==> src/rtl/serial_audio_pkg.sv <==
package serial_audio_pkg;

    // Pad-drive state of the link
    typedef enum logic [1:0] {
        LINK_IDLE  = 2'd0,
        LINK_ARMED = 2'd1,
        LINK_LIVE  = 2'd2,
        LINK_DRAIN = 2'd3
    } link_state_e;

endpackage

==> src/rtl/sat_timing.sv <==
module sat_timing #(
    parameter int CLK_DIV   = 4,
    parameter int SLOT_BITS = 32,
    parameter int REQ_LEAD  = 8,
    localparam int DW = $clog2(CLK_DIV),
    localparam int PW = $clog2(SLOT_BITS)
) (
    input  logic          clk,
    input  logic          rst_n,
    output logic          sck,
    output logic          ws,
    output logic [PW-1:0] slot_pos,
    output logic          frame_end,
    output logic          sample_req
);

    localparam int FRAME_TICKS = 2 * SLOT_BITS * CLK_DIV;
    localparam int REQ_TICK    = FRAME_TICKS - REQ_LEAD;
    localparam int REQ_POS     = (REQ_TICK / CLK_DIV) - SLOT_BITS;
    localparam int REQ_DIV     = REQ_TICK % CLK_DIV;

    logic [DW-1:0] div_q;
    logic [PW-1:0] pos_q;
    logic          ws_q;

    always_ff @(posedge clk or negedge rst_n) begin
        if (!rst_n) begin
            div_q <= '0;
            pos_q <= '0;
            ws_q  <= 1'b0;
        end else if (div_q == DW'(CLK_DIV - 1)) begin
            div_q <= '0;
            if (pos_q == PW'(SLOT_BITS - 1)) begin
                pos_q <= '0;
                ws_q  <= ~ws_q;
            end else begin
                pos_q <= pos_q + 1'b1;
            end
        end else begin
            div_q <= div_q + 1'b1;
        end
    end

    always_comb begin
        sck        = (div_q >= DW'(CLK_DIV / 2));
        ws         = ws_q;
        slot_pos   = pos_q;
        frame_end  = ws_q && (pos_q == PW'(SLOT_BITS - 1)) && (div_q == DW'(CLK_DIV - 1));
        sample_req = ws_q && (pos_q == PW'(REQ_POS)) && (div_q == DW'(REQ_DIV));
    end

endmodule

==> src/rtl/sat_serializer.sv <==
module sat_serializer #(
    parameter int SAMPLE_W  = 18,
    parameter int SLOT_BITS = 32,
    localparam int PW     = $clog2(SLOT_BITS),
    localparam int WSEL_W = $clog2(SAMPLE_W + 1),
    localparam int IDXW   = $clog2(SAMPLE_W)
) (
    input  logic                clk,
    input  logic                rst_n,
    input  logic                load,
    input  logic [SAMPLE_W-1:0] left_in,
    input  logic [SAMPLE_W-1:0] right_in,
    input  logic                msb_aligned,
    input  logic [WSEL_W-1:0]   width,
    input  logic                ws,
    input  logic [PW-1:0]       slot_pos,
    output logic                sdo
);

    logic [SAMPLE_W-1:0] left_q;
    logic [SAMPLE_W-1:0] right_q;
    logic [SAMPLE_W-1:0] cur;
    logic [IDXW-1:0]     idx;
    int                  k;

    always_ff @(posedge clk or negedge rst_n) begin
        if (!rst_n) begin
            left_q  <= '0;
            right_q <= '0;
        end else if (load) begin
            left_q  <= left_in;
            right_q <= right_in;
        end
    end

    // Slot position to sample bit: I2S framing lags by one bit period
    always_comb begin
        cur = ws ? right_q : left_q;
        k   = int'(slot_pos) - (msb_aligned ? 0 : 1);
        idx = '0;
        sdo = 1'b0;
        if (k >= 0 && k < int'(width)) begin
            idx = IDXW'(SAMPLE_W - 1 - k);
            sdo = cur[idx];
        end
    end

endmodule

==> src/rtl/sat_link_fsm.sv <==
module sat_link_fsm
    import serial_audio_pkg::*;
(
    input  logic clk,
    input  logic rst_n,
    input  logic out_en,
    input  logic frame_end,
    output logic pad_oe
);

    link_state_e state_q;
    link_state_e state_d;

    always_ff @(posedge clk or negedge rst_n) begin
        if (!rst_n) state_q <= LINK_IDLE;
        else        state_q <= state_d;
    end

    always_comb begin
        state_d = state_q;
        unique case (state_q)
            LINK_IDLE:  if (out_en) state_d = frame_end ? LINK_LIVE : LINK_ARMED;
            LINK_ARMED: if (!out_en) state_d = LINK_IDLE;
                        else if (frame_end) state_d = LINK_LIVE;
            LINK_LIVE:  if (!out_en) state_d = frame_end ? LINK_IDLE : LINK_DRAIN;
            LINK_DRAIN: if (out_en) state_d = LINK_LIVE;
                        else if (frame_end) state_d = LINK_IDLE;
            default:    state_d = LINK_IDLE;
        endcase
    end

    always_comb begin
        unique case (state_q)
            LINK_LIVE, LINK_DRAIN: pad_oe = 1'b1;
            default:               pad_oe = 1'b0;
        endcase
    end

endmodule

==> src/rtl/serial_audio_tx.sv <==
module serial_audio_tx #(
    parameter int CLK_DIV   = 4,
    parameter int SLOT_BITS = 32,
    parameter int SAMPLE_W  = 18,
    parameter int MIN_BITS  = 14,
    parameter int REQ_LEAD  = 8,
    parameter int STREAMS   = 2,
    localparam int WSEL_W   = $clog2(SAMPLE_W + 1)
) (
    input  logic                clk,
    input  logic                rst_n,
    input  logic                out_en,
    input  logic                fmt_msb,
    input  logic [WSEL_W-1:0]   sig_bits,
    input  logic [SAMPLE_W-1:0] s1_left,
    input  logic [SAMPLE_W-1:0] s1_right,
    input  logic [SAMPLE_W-1:0] s2_left,
    input  logic [SAMPLE_W-1:0] s2_right,
    output logic                sample_req,
    output logic                sck,
    output logic                ws,
    output logic                sdo1,
    output logic                sdo2,
    output logic                pad_oe
);

    localparam int PW = $clog2(SLOT_BITS);

    logic [PW-1:0]       slot_pos;
    logic                frame_end;
    logic                fmt_q;
    logic [WSEL_W-1:0]   width_q;
    logic [WSEL_W-1:0]   width_clamped;
    logic [SAMPLE_W-1:0] left_arr  [STREAMS];
    logic [SAMPLE_W-1:0] right_arr [STREAMS];
    logic [STREAMS-1:0]  sdo_vec;

    sat_timing #(
        .CLK_DIV  (CLK_DIV),
        .SLOT_BITS(SLOT_BITS),
        .REQ_LEAD (REQ_LEAD)
    ) u_timing (
        .clk       (clk),
        .rst_n     (rst_n),
        .sck       (sck),
        .ws        (ws),
        .slot_pos  (slot_pos),
        .frame_end (frame_end),
        .sample_req(sample_req)
    );

    always_comb begin
        if (sig_bits < WSEL_W'(MIN_BITS))      width_clamped = WSEL_W'(MIN_BITS);
        else if (sig_bits > WSEL_W'(SAMPLE_W)) width_clamped = WSEL_W'(SAMPLE_W);
        else                                   width_clamped = sig_bits;
    end

    // Framing and width are frame-consistent: captured with the samples
    always_ff @(posedge clk or negedge rst_n) begin
        if (!rst_n) begin
            fmt_q   <= 1'b0;
            width_q <= WSEL_W'(SAMPLE_W);
        end else if (sample_req) begin
            fmt_q   <= fmt_msb;
            width_q <= width_clamped;
        end
    end

    always_comb begin
        left_arr[0]  = s1_left;
        right_arr[0] = s1_right;
        left_arr[1]  = s2_left;
        right_arr[1] = s2_right;
    end

    for (genvar g = 0; g < STREAMS; g++) begin : g_stream
        sat_serializer #(
            .SAMPLE_W (SAMPLE_W),
            .SLOT_BITS(SLOT_BITS)
        ) u_ser (
            .clk        (clk),
            .rst_n      (rst_n),
            .load       (sample_req),
            .left_in    (left_arr[g]),
            .right_in   (right_arr[g]),
            .msb_aligned(fmt_q),
            .width      (width_q),
            .ws         (ws),
            .slot_pos   (slot_pos),
            .sdo        (sdo_vec[g])
        );
    end

    assign sdo1 = sdo_vec[0];
    assign sdo2 = sdo_vec[1];

    sat_link_fsm u_link (
        .clk      (clk),
        .rst_n    (rst_n),
        .out_en   (out_en),
        .frame_end(frame_end),
        .pad_oe   (pad_oe)
    );

endmodule

==> config.mk <==
export PLATFORM = sky130hd
export DESIGN_NAME = serial_audio_tx
export DESIGN_NICKNAME = d
export VERILOG_FILES = /design/src/rtl/serial_audio_pkg.sv /design/src/rtl/sat_timing.sv /design/src/rtl/sat_serializer.sv /design/src/rtl/sat_link_fsm.sv /design/src/rtl/serial_audio_tx.sv
export SDC_FILE = /design/constraint.sdc
export NUM_CORES = 1
export LEC_CHECK = 0
export ABC_CLOCK_PERIOD_IN_PS = 2520
export BUFFER_PORTS_ARGS = -buffer_cell sky130_fd_sc_hd__buf_2
export CORE_MARGIN = 4
export CORE_UTILIZATION = 55
export DETAILED_ROUTE_END_ITERATION = 16
export GPL_TIMING_DRIVEN = 0
export HOLD_SLACK_MARGIN = 0.12
export PLACE_DENSITY = 0.8
export SYNTH_ARGS = -nofsm -noshare
export SYNTH_HDL_FRONTEND = slang
export SYNTH_SLANG_ARGS = --single-unit
==> constraint.sdc <==
create_clock -name clk -period 2.52 [get_ports clk]
set_input_delay 0.126 -clock clk [delete_from_list [all_inputs] [get_ports clk]]
set_output_delay 0.126 -clock clk [all_outputs]
set_load 0.02 [all_outputs]
==> flow_summary.json, run 1 <==
{
  "critPathKind": "flip-flop to output pin",
  "clock-skew-final_ns": 0.0130,
  "routedWlPerCell_um": 18.7,
  "status": "finished with violations",
  "syn_nets": 536,
  "worstReg2RegStart": "u_timing.slot_pos[0]",
  "critPathCaptureType": "output pin",
  "dp.cells": 629,
  "numCtsBuffers": 9,
  "num-fill-cells": 379,
  "finalCriticalPeriod_ns": 3.02,
  "dp_worst_setup_slack_ns": -0.454,
  "synth_adder_area_share": 0.0377,
  "first_pass_iters": 5,
  "die_x_um": 95.9,
  "gp_congestion": 0.830,
  "grt.total_usage": 0.287,
  "fin_hold_ws_ns": 0.164,
  "synth-compound-area-share": 0.0238,
  "rrSetupSlack_ns": 0.30,
  "clock.fmax_mhz": 331,
  "holdCritPathClass": "input pin to flip-flop",
  "ant_nets": 0,
  "h-tree-depth": 3,
  "cts_root_buffer": "clkbuf_8",
  "synth_seq_area_share": 0.513,
  "grt_pass1_vias": 4140,
  "area_growth_pct": 44.6,
  "yosysUniqueCellTypes": 35,
  "vdd_drop_max_mv": 0.330,
  "yosysWarnings": 0,
  "hold_viol_final": 0,
  "fp-row-count": 31,
  "ctsLongestPathBuffers": 2,
  "port_buffers": 86,
  "avgSynthCellArea_um2": 9.59,
  "violations": "negative setup slack",
  "worstPathRequired_ns": 2.39,
  "ios": 87,
  "hold_path.startpoint": "sig_bits[3]",
  "r2r-end": "g_stream[1].u_ser.left_q[0]",
  "die-area_um2": 9200,
  "hpwl_um": 7080,
  "grt_pass1_wl_um": 19700,
  "initial_core_util": 0.577,
  "min_to": "width_q[0]",
  "setup_viol": 2,
  "die_h_um": 95.9,
  "antenna_found_initial": 0,
  "rsz0062_at_grt": "yes",
  "muxShareOfSynthArea": 0.140,
  "nets": 728,
  "drive_above_1_share": 0.261,
  "grt_overflow_total": 0,
  "synth_top_family_by_area": "simple AND/OR/NAND/NOR gates",
  "worst-path-max-fanout": 6,
  "worstHoldPathCells": 4,
  "arrival_ns": 2.89,
  "syn_inst": 443,
  "synth-simple-area-share": 0.230,
  "final.period_utilization": 1.20,
  "synthXorXnorAreaFrac": 0.0197,
  "worst_pin_slew_ns": 0.579,
  "worst_slack_ns": -0.500,
  "clkSinkCount": 87,
  "drt-initial-drc-count": 402,
  "finalMaxSlewViolations": 0,
  "clkSlewWorstSetupHoldPaths_ns": 0.09,
  "leakage_nw": 2.86,
  "ff2ff_path_depth": 11,
  "maxCapViolCount": 0,
  "vias_per_cell": 5.57,
  "grt_max_degree": 45,
  "ys_ff_latch": 87,
  "vias": 4120,
  "finalWirelength_um": 13800,
  "cts_tree": "yes",
  "synth_area_um2": 4250,
  "instances_no_fill": 740,
  "power_density_nw_per_um2": 445,
  "relSlewSlack": 0.614,
  "insertion_delay_ns": 0.36,
  "coreArea_um2": 7370,
  "start_kind": "flip-flop",
  "drc": 0
}
[sequential cells by signal, indices dropped and copies added, names as in the netlist]
name                    flops
width_q                     5
g_stream.u_ser.right_q     36
u_link.state_q              1
u_timing.div_q              2
g_stream.u_ser.left_q      36
u_timing.slot_pos           5
u_timing.ws                 1
fmt_q                       1
[what timing repair did]
action | CTS | global route
gates resized for setup | 22 | 13
hold buffers | 79 | 0
buffers inserted | 7 | 8
endpoints found under the hold margin | 120 | 0
pin swaps | 7 | 7
endpoints found under the setup margin | 2 | 3
[cells by family after synthesis]
logic type,count (synthesis)
AO/OA/AOI/OAI,18
XOR/XNOR,7
adder cells (fa/ha/maj),13
buffers and inverters,36
flip-flops,87
multiplexers,34
AND/OR/NAND/NOR,248
[placed cells by master, fill, tap and decap left out, types with 3 or more instances in the layout]
cell / instances
nand2_1: 228
buf_2: 90
dfrtp_1: 84
dlygate4sd3_1: 79
buf_4: 16
clkbuf_1: 14
mux2i_1: 14
mux4_2: 12
clkbuf_8: 11
ha_1: 9
inv_1: 8
inv_2: 6
nand3_1: 6
mux4_1: 6
o21ai_1: 6
o21ai_0: 3
ha_4: 3
buf_6: 3
[where the power goes]
part | leakage, nW | internal, mW | switching (mW)
logic | 1.95 | 0.129 | 0.0720
registers | 0.793 | 1.40 | 0.000392
clock network | 0.113 | 0.617 | 0.519
[worst max path at each step]
| stage | slack (ns) | depth (start not counted) | endpoint | start |
|---|---|---|---|---|
| 3_3_place_gp | -0.37 | 11 | sdo2 | u_timing.slot_pos[0] |
| 5_1_grt | -0.56 | 11 | sdo1 | u_timing.slot_pos[0] |
| 4_1_cts | -0.44 | 11 | sdo2 | u_timing.slot_pos[0] |
| 2_1_floorplan | 0.02 | 10 | sdo1 | u_timing.slot_pos[0] |
| 3_5_place_dp | -0.45 | 11 | sdo2 | u_timing.slot_pos[0] |
| 6_report | -0.50 | 11 | sdo1 | u_timing.slot_pos[0] |
[worst max-delay path, stage by stage, from the launching register on]
cell and delay, ns:
dfrtp_1 0.40, inv_2 0.12, ha_4 0.19, xor2_4 0.23, buf_8 0.16, buf_6 0.13, mux4_2 0.30, mux2i_1 0.21
mux2i_1 0.11, mux2i_1 0.36, o22ai_4 0.15, buf_6 0.16
[per-layer routing]
layer | global-route usage | wire length (µm) | vias to the layer above
met1 | 0.345 | 4870 | 1983
li1 | - | - | 1814
met4 | 0.140 | 672 | 0
met3 | 0.0453 | 1090 | 68
met5 | 0 | 0 | -
met2 | 0.503 | 7190 | 255
[metrics by stage]
stage | total power, mW | area [µm²] | setup TNS [ns] | util
6_report | 2.73 | 6150 | -0.922 | 0.834
5_1_grt | 2.80 | 6140 | -1.03 | 0.834
4_1_cts | 2.71 | 6010 | -0.862 | 0.816
3_5_place_dp | 1.52 | 4830 | -0.888 | 0.655
3_3_place_gp | 1.52 | 4800 | -0.735 | 0.652
2_1_floorplan | 1.43 | 4250 | 0 | -
[cell type report]
class | instances | area (µm²) | share of cell area
sequential | 87 | 2180 | 0.355
antenna | 1 | 2.50 | 0.000407
multi-input combinational | 320 | 2080 | 0.338
tap | 99 | 124 | 0.0202
buffer | 22 | 106 | 0.0173
clock inverter | 4 | 76.3 | 0.0124
inverter | 14 | 52.6 | 0.00855
timing repair buffer | 181 | 1370 | 0.223
clock buffer | 12 | 155 | 0.0252
[cell usage after synthesis]
cell      instances  area [µm²]
mux2_1            1        11.3
buf_4             1        7.51
nor3b_1           1        7.51
dfstp_2           2        52.6
and4b_1           1        10.0
mux4_2           11         248
dfrtp_1          85        2130
o21ai_0           3        15.0
nor3_1            3        15.0
or2_1             1        6.26
buf_2             7        35.0
xnor2_1           4        35.0
ha_1             12         150
mux2i_1          15         150
inv_1            10        37.5
o21ai_1           7        35.0
nor4b_1           1        8.76
mux4_1            7         184
o21a_1            1        7.51
a221oi_1          1        8.76
buf_6             1        11.3
maj3_1            1        10.0
nor3b_2           1        12.5
nor2_1            2        7.51
and3_1            1        6.26
inv_2             4        15.0
o22ai_1           4        25.0
xor2_2            2        32.5
nand2b_1          1        6.26
xnor2_2           1        16.3
nand2_1         228         856
a21oi_1           2        10.0
clkbuf_1         13        48.8
or2_2             1        6.26
nand3_1           7        35.0
(Power assumes the default switching activity.)
==> inputs of run 2 (changes only) <==
--- a/config.mk
+++ b/config.mk
@@ -8,11 +8,10 @@
 export ABC_CLOCK_PERIOD_IN_PS = 2520
 export BUFFER_PORTS_ARGS = -buffer_cell sky130_fd_sc_hd__buf_2
 export CORE_MARGIN = 4
-export CORE_UTILIZATION = 55
+export CORE_UTILIZATION = 40
 export DETAILED_ROUTE_END_ITERATION = 16
 export GPL_TIMING_DRIVEN = 0
 export HOLD_SLACK_MARGIN = 0.12
-export PLACE_DENSITY = 0.8
 export SYNTH_ARGS = -nofsm -noshare
 export SYNTH_HDL_FRONTEND = slang
 export SYNTH_SLANG_ARGS = --single-unit
==> run 2 against run 1 <==
The run still ends with negative setup slack left. Cell area shrank 0.33%. Wire length shrank 18%. Non-clock buffer count shrank 2. Critical path depth is the same. Clock skew shrank 0.0025 ns. Flip-flop and latch count is the same. Global-route usage shrank 9.5 points.
==> flow_summary.json, run 2 (synthesis results as in run 1) <==
{
  "port_buffers": 86,
  "antenna_found_initial": 0,
  "ios": 87,
  "vias": 3667,
  "numCtsBuffers": 9,
  "grt_pass1_wl_um": 19300,
  "ant_nets": 0,
  "clkSlewWorstSetupHoldPaths_ns": 0.09,
  "drc": 0,
  "r2r-end": "g_stream[1].u_ser.right_q[0]",
  "hold_viol_final": 0,
  "die_x_um": 111,
  "first_pass_iters": 7,
  "grt_pass1_vias": 3875,
  "die-area_um2": 12300,
  "fin_hold_ws_ns": 0.195,
  "leakage_nw": 2.84,
  "antenna_cells": 0,
  "critPathKind": "flip-flop to output pin",
  "maxCapViolCount": 0,
  "crit_slowest_cell": "dfrtp_1",
  "reg_top3": "g_stream.u_ser.left_q: 36 flops, g_stream.u_ser.right_q: 36 flops",
  "setup_viol": 2,
  "critPathMaxStageDelay_ns": 0.38,
  "grt.total_usage": 0.192,
  "die_h_um": 111,
  "finalCriticalPeriod_ns": 2.83,
  "grt_overflow_total": 0,
  "grt_max_degree": 47,
  "ctsLongestPathBuffers": 2,
  "multi_input_area_um2": 2050,
  "num-fill-cells": 874,
  "initial_core_util": 0.412,
  "routedWlPerCell_um": 14.7,
  "dp.cells": 666,
  "violations": "negative setup slack",
  "utilization": 0.593,
  "clkSinkCount": 87,
  "holdCritPathClass": "input pin to flip-flop",
  "coreArea_um2": 10300,
  "critPathCaptureType": "output pin",
  "fp-row-count": 37,
  "insertion_delay_ns": 0.35,
  "final.period_utilization": 1.12,
  "crit_start": "fmt_q",
  "tns_ns": -0.609,
  "hpwl_um": 7560,
  "status": "finished with violations",
  "worst-path-max-fanout": 3,
  "relSlewSlack": 0.617,
  "area_growth_pct": 44.1,
  "gp_congestion": 0.786,
  "cp-endpoint": "sdo2",
  "cp_cell_sequence": "inv_2 -> ha_4 -> nand2b_4 -> nor3_4 -> xnor2_2 -> ha_1 -> a221oi_2 -> o21ai_2 -> or2_4 -> o22ai_4 -> buf_6",
  "clock.fmax_mhz": 354,
  "drt-initial-drc-count": 170,
  "cts_tree": "yes",
  "rsz0062_at_grt": "yes",
  "finalWirelength_um": 11400,
  "h-tree-depth": 3,
  "instances_no_fill": 774,
  "start_kind": "flip-flop",
  "worst_slack_ns": -0.307,
  "mostFrequentLayoutCell": "nand2_1",
  "worst_pin_slew_ns": 0.574,
  "nets": 726,
  "finalPower_mw": 2.61,
  "rrSetupSlack_ns": 0.22,
  "drive_above_1_share": 0.255,
  "worstReg2RegStart": "u_timing.slot_pos[2]",
  "final_cell_mix": "nand2_1, buf_2, dfrtp_1",
  "power_density_nw_per_um2": 425,
  "worstPathRequired_ns": 2.39,
  "ff2ff_path_depth": 8,
  "finalMaxSlewViolations": 0,
  "vias_per_cell": 4.74,
  "clock-skew-final_ns": 0.0105,
  "cts_root_buffer": "clkbuf_8",
  "seqCellArea_um2": 2180,
  "arrival_ns": 2.70,
  "vdd_drop_max_mv": 0.300
}
[run 2: final cells by class]
cell class | instances | share of cell area
Timing Repair Buffer | 179 | 0.222
Sequential cell | 87 | 0.356
Tap cell | 136 | 0.0278
Clock inverter | 6 | 0.0110
Clock buffer | 10 | 0.0225
Buffer | 22 | 0.0174
Inverter | 14 | 0.00858
Multi-Input combinational cell | 320 | 0.335
[run 2: worst min path at each step]
stage / from / cells after the start / endpoint
global route: sig_bits[1] / 4 / width_q[0]
global placement: s2_right[4] / 3 / g_stream[1].u_ser.right_q[4]
finish: sig_bits[2] / 4 / width_q[0]
floorplan: rst_n / 0 / fmt_q
CTS: sig_bits[1] / 4 / width_q[0]
detailed placement: rst_n / 1 / width_q[0]
[run 2: per-stage QoR]
step | setup slack, ns | area, µm²
6_report | -0.307 | 6130
3_3_place_gp | -0.413 | 4850
4_1_cts | -0.319 | 6080
5_1_grt | -0.436 | 6130
2_1_floorplan | 0.0237 | 4250
3_5_place_dp | -0.480 | 4880
[run 2: worst max-delay path: cells and delay by family (launching register included)]
family / cells / cell delay [ns]
AO/OA/AOI/OAI: 3 / 0.62
XOR/XNOR: 1 / 0.15
adder cells (fa/ha/maj): 2 / 0.43
buffers and inverters: 2 / 0.26
flip-flops: 1 / 0.38
AND/OR/NAND/NOR: 3 / 0.52
[run 2: timing repair]
item | in CTS | in global routing
gates resized for setup | 21 | 8
pin swaps | 8 | 6
hold buffers | 79 | 0
endpoints found under the hold margin | 118 | 0
setup endpoints to repair | 2 | 3
setup buffers | 13 | 0
[run 2: metal layers]
| layer | up-vias | track usage | wire length [µm] |
|---|---|---|---|
| met5 | - | 0 | 0 |
| met4 | 0 | 0.0495 | 132 |
| met3 | 13 | 0.0382 | 460 |
| met2 | 85 | 0.323 | 5650 |
| met1 | 1755 | 0.257 | 5160 |
| li1 | 1814 | - | - |
[run 2: power by group]
part | internal, mW | switching [mW]
registers | 1.40 | 0.000346
clock network | 0.491 | 0.523
logic | 0.130 | 0.0652
==> inputs of run 3 (changes only) <==
--- a/config.mk
+++ b/config.mk
@@ -12,6 +12,7 @@
 export DETAILED_ROUTE_END_ITERATION = 16
 export GPL_TIMING_DRIVEN = 0
 export HOLD_SLACK_MARGIN = 0.12
+export PLACE_DENSITY = 0.71
 export SYNTH_ARGS = -nofsm -noshare
 export SYNTH_HDL_FRONTEND = slang
 export SYNTH_SLANG_ARGS = --single-unit
==> run 3 against run 2 <==
The run still ends with negative setup slack left. Via count about the same. Combinational power about the same. Global-route usage decreased by 0.26 points. First-iteration DRC count is 5.3% higher. Register-to-register slack improved by 0.10 ns. Critical path type unchanged. Largest cell class unchanged.
==> flow_summary.json, run 3 (synthesis results as in run 1) <==
{
  "mostFrequentLayoutCell": "nand2_1",
  "fp-row-count": 37,
  "grt_pass1_wl_um": 18900,
  "p_int_mw": 2.01,
  "finalWirelength_um": 11300,
  "vias": 3666,
  "h-tree-depth": 3,
  "ant_nets": 0,
  "clkSinkCount": 87,
  "first_pass_iters": 4,
  "finalPower_mw": 2.65,
  "final_cell_mix": "nand2_1, buf_2, dfrtp_1",
  "worst_slack_ns": -0.322,
  "reg_top3": "g_stream.u_ser.left_q: 36 flops, g_stream.u_ser.right_q: 36 flops",
  "drc": 0,
  "power_density_nw_per_um2": 434,
  "hold_viol_final": 0,
  "final.period_utilization": 1.13,
  "rsz0062_at_grt": "yes",
  "grt_max_degree": 76,
  "area_growth_pct": 43.7,
  "grt_overflow_total": 0,
  "initial_core_util": 0.412,
  "gp_congestion": 0.860,
  "clkPwrFrac": 0.398,
  "dp.cells": 666,
  "pwr-share-comb": 0.075,
  "critPathCaptureType": "output pin",
  "start_kind": "flip-flop",
  "grt_pass1_vias": 3895,
  "tns_ns": -0.618,
  "port_buffers": 86,
  "critPathKind": "flip-flop to output pin",
  "drive_above_1_share": 0.251,
  "worst-path-max-fanout": 5,
  "holdCritPathClass": "input pin to asynchronous set/reset pin",
  "finalMaxSlewViolations": 0,
  "power_switching_uw": 639,
  "vdd_drop_max_mv": 0.314,
  "clock.fmax_mhz": 352,
  "vias_per_cell": 4.74,
  "maxCapViolCount": 0,
  "clkSlewWorstSetupHoldPaths_ns": 0.10,
  "arrival_ns": 2.72,
  "num-fill-cells": 880,
  "multi_input_area_um2": 2030,
  "hpwl_um": 7570,
  "ios": 87,
  "violations": "negative setup slack",
  "die_h_um": 111,
  "grt.total_usage": 0.190,
  "nets": 725,
  "die_x_um": 111,
  "seqCellArea_um2": 2180,
  "worstPathRequired_ns": 2.39,
  "antenna_found_initial": 0,
  "leakage_nw": 2.84,
  "routedWlPerCell_um": 14.7,
  "numCtsBuffers": 9,
  "setup_viol": 2,
  "ctsLongestPathBuffers": 2,
  "insertion_delay_ns": 0.36,
  "drt-initial-drc-count": 179,
  "clock-skew-final_ns": 0.00592,
  "finalCriticalPeriod_ns": 2.84,
  "switching_share": 0.241,
  "antenna_cells": 0,
  "cts_root_buffer": "clkbuf_8",
  "coreArea_um2": 10300,
  "cts_tree": "yes",
  "status": "finished with violations",
  "relSlewSlack": 0.670,
  "die-area_um2": 12300,
  "worst_pin_slew_ns": 0.495,
  "instances_no_fill": 773,
  "p_seq_frac": 0.527
}
[run 3: changes by cell type in the layout (fill, tap and decap cells not counted), sizes merged]
cell / change
inv: +2
clkinv: -1
clkbuf: -1
buf: -1
[run 3: worst paths after layout]
check,depth (start not counted),from,slack (ns),to
worst max-delay path,11,u_timing.slot_pos[0],-0.32,sdo2
worst min-delay path,2,rst_n,0.14,width_q[0]
worst max register to register,8,u_timing.slot_pos[2],0.32,g_stream[1].u_ser.left_q[11]
worst min register to register,2,width_q[1],0.47,width_q[1]
max in group asynchronous,3,rst_n,1.74,u_timing.slot_pos[1]
min in group clk,4,sig_bits[2],0.15,width_q[0]
[run 3: what timing repair did]
action                                 CTS  global route
setup endpoints to repair                2             2
hold buffers                            79             0
setup buffers                           10             2
pin swaps                                8             5
gates cloned                             0             0
endpoints found under the hold margin  166             0
gates resized for setup                 24             2
[run 3: critical path: stages, from the launching register on]
cell and delay, ns:
dfrtp_1 0.40, inv_2 0.12, ha_4 0.18, xor2_4 0.21, buf_4 0.16, inv_1 0.08, ha_2 0.22, xor2_4 0.26
mux2i_1 0.27, mux2i_1 0.12, o22ai_2 0.18, buf_6 0.15
[run 3: power groups by stage]
stage / clock (mW) / sequential, mW / combinational (mW)
finish: 1.05 / 1.40 / 0.198
global route: 1.13 / 1.40 / 0.219
CTS: 1.07 / 1.40 / 0.200
detailed placement: 0 / 1.42 / 0.107
global placement: 0 / 1.42 / 0.0990
floorplan: 0 / 1.42 / 0.00470
[run 3: area by class of cell]
type,count,share of cell area
Sequential cell,87,0.357
Buffer,22,0.0174
Clock inverter,7,0.0143
Inverter,14,0.00860
Timing Repair Buffer,178,0.222
Clock buffer,9,0.0203
Tap cell,136,0.0279
Multi-Input combinational cell,320,0.332
[run 3: stage by stage]
step	hold slack, ns	util	setup WS [ns]	area, µm²
after global routing	0.154	0.592	-0.386	6110
after floorplan	-0.170	-	0.0237	4250
after global placement	0.322	0.470	-0.415	4850
after detailed placement	-0.00639	0.473	-0.445	4880
final	0.140	0.592	-0.322	6110
after CTS	0.133	0.589	-0.307	6080
[run 3: per-layer routing]
layer	vias to the layer above	routed length (µm)	track usage
li1	1812	-	-
met1	1753	4970	0.246
met2	88	5730	0.324
met3	13	517	0.0360
met4	0	114	0.0552
met5	-	0	0
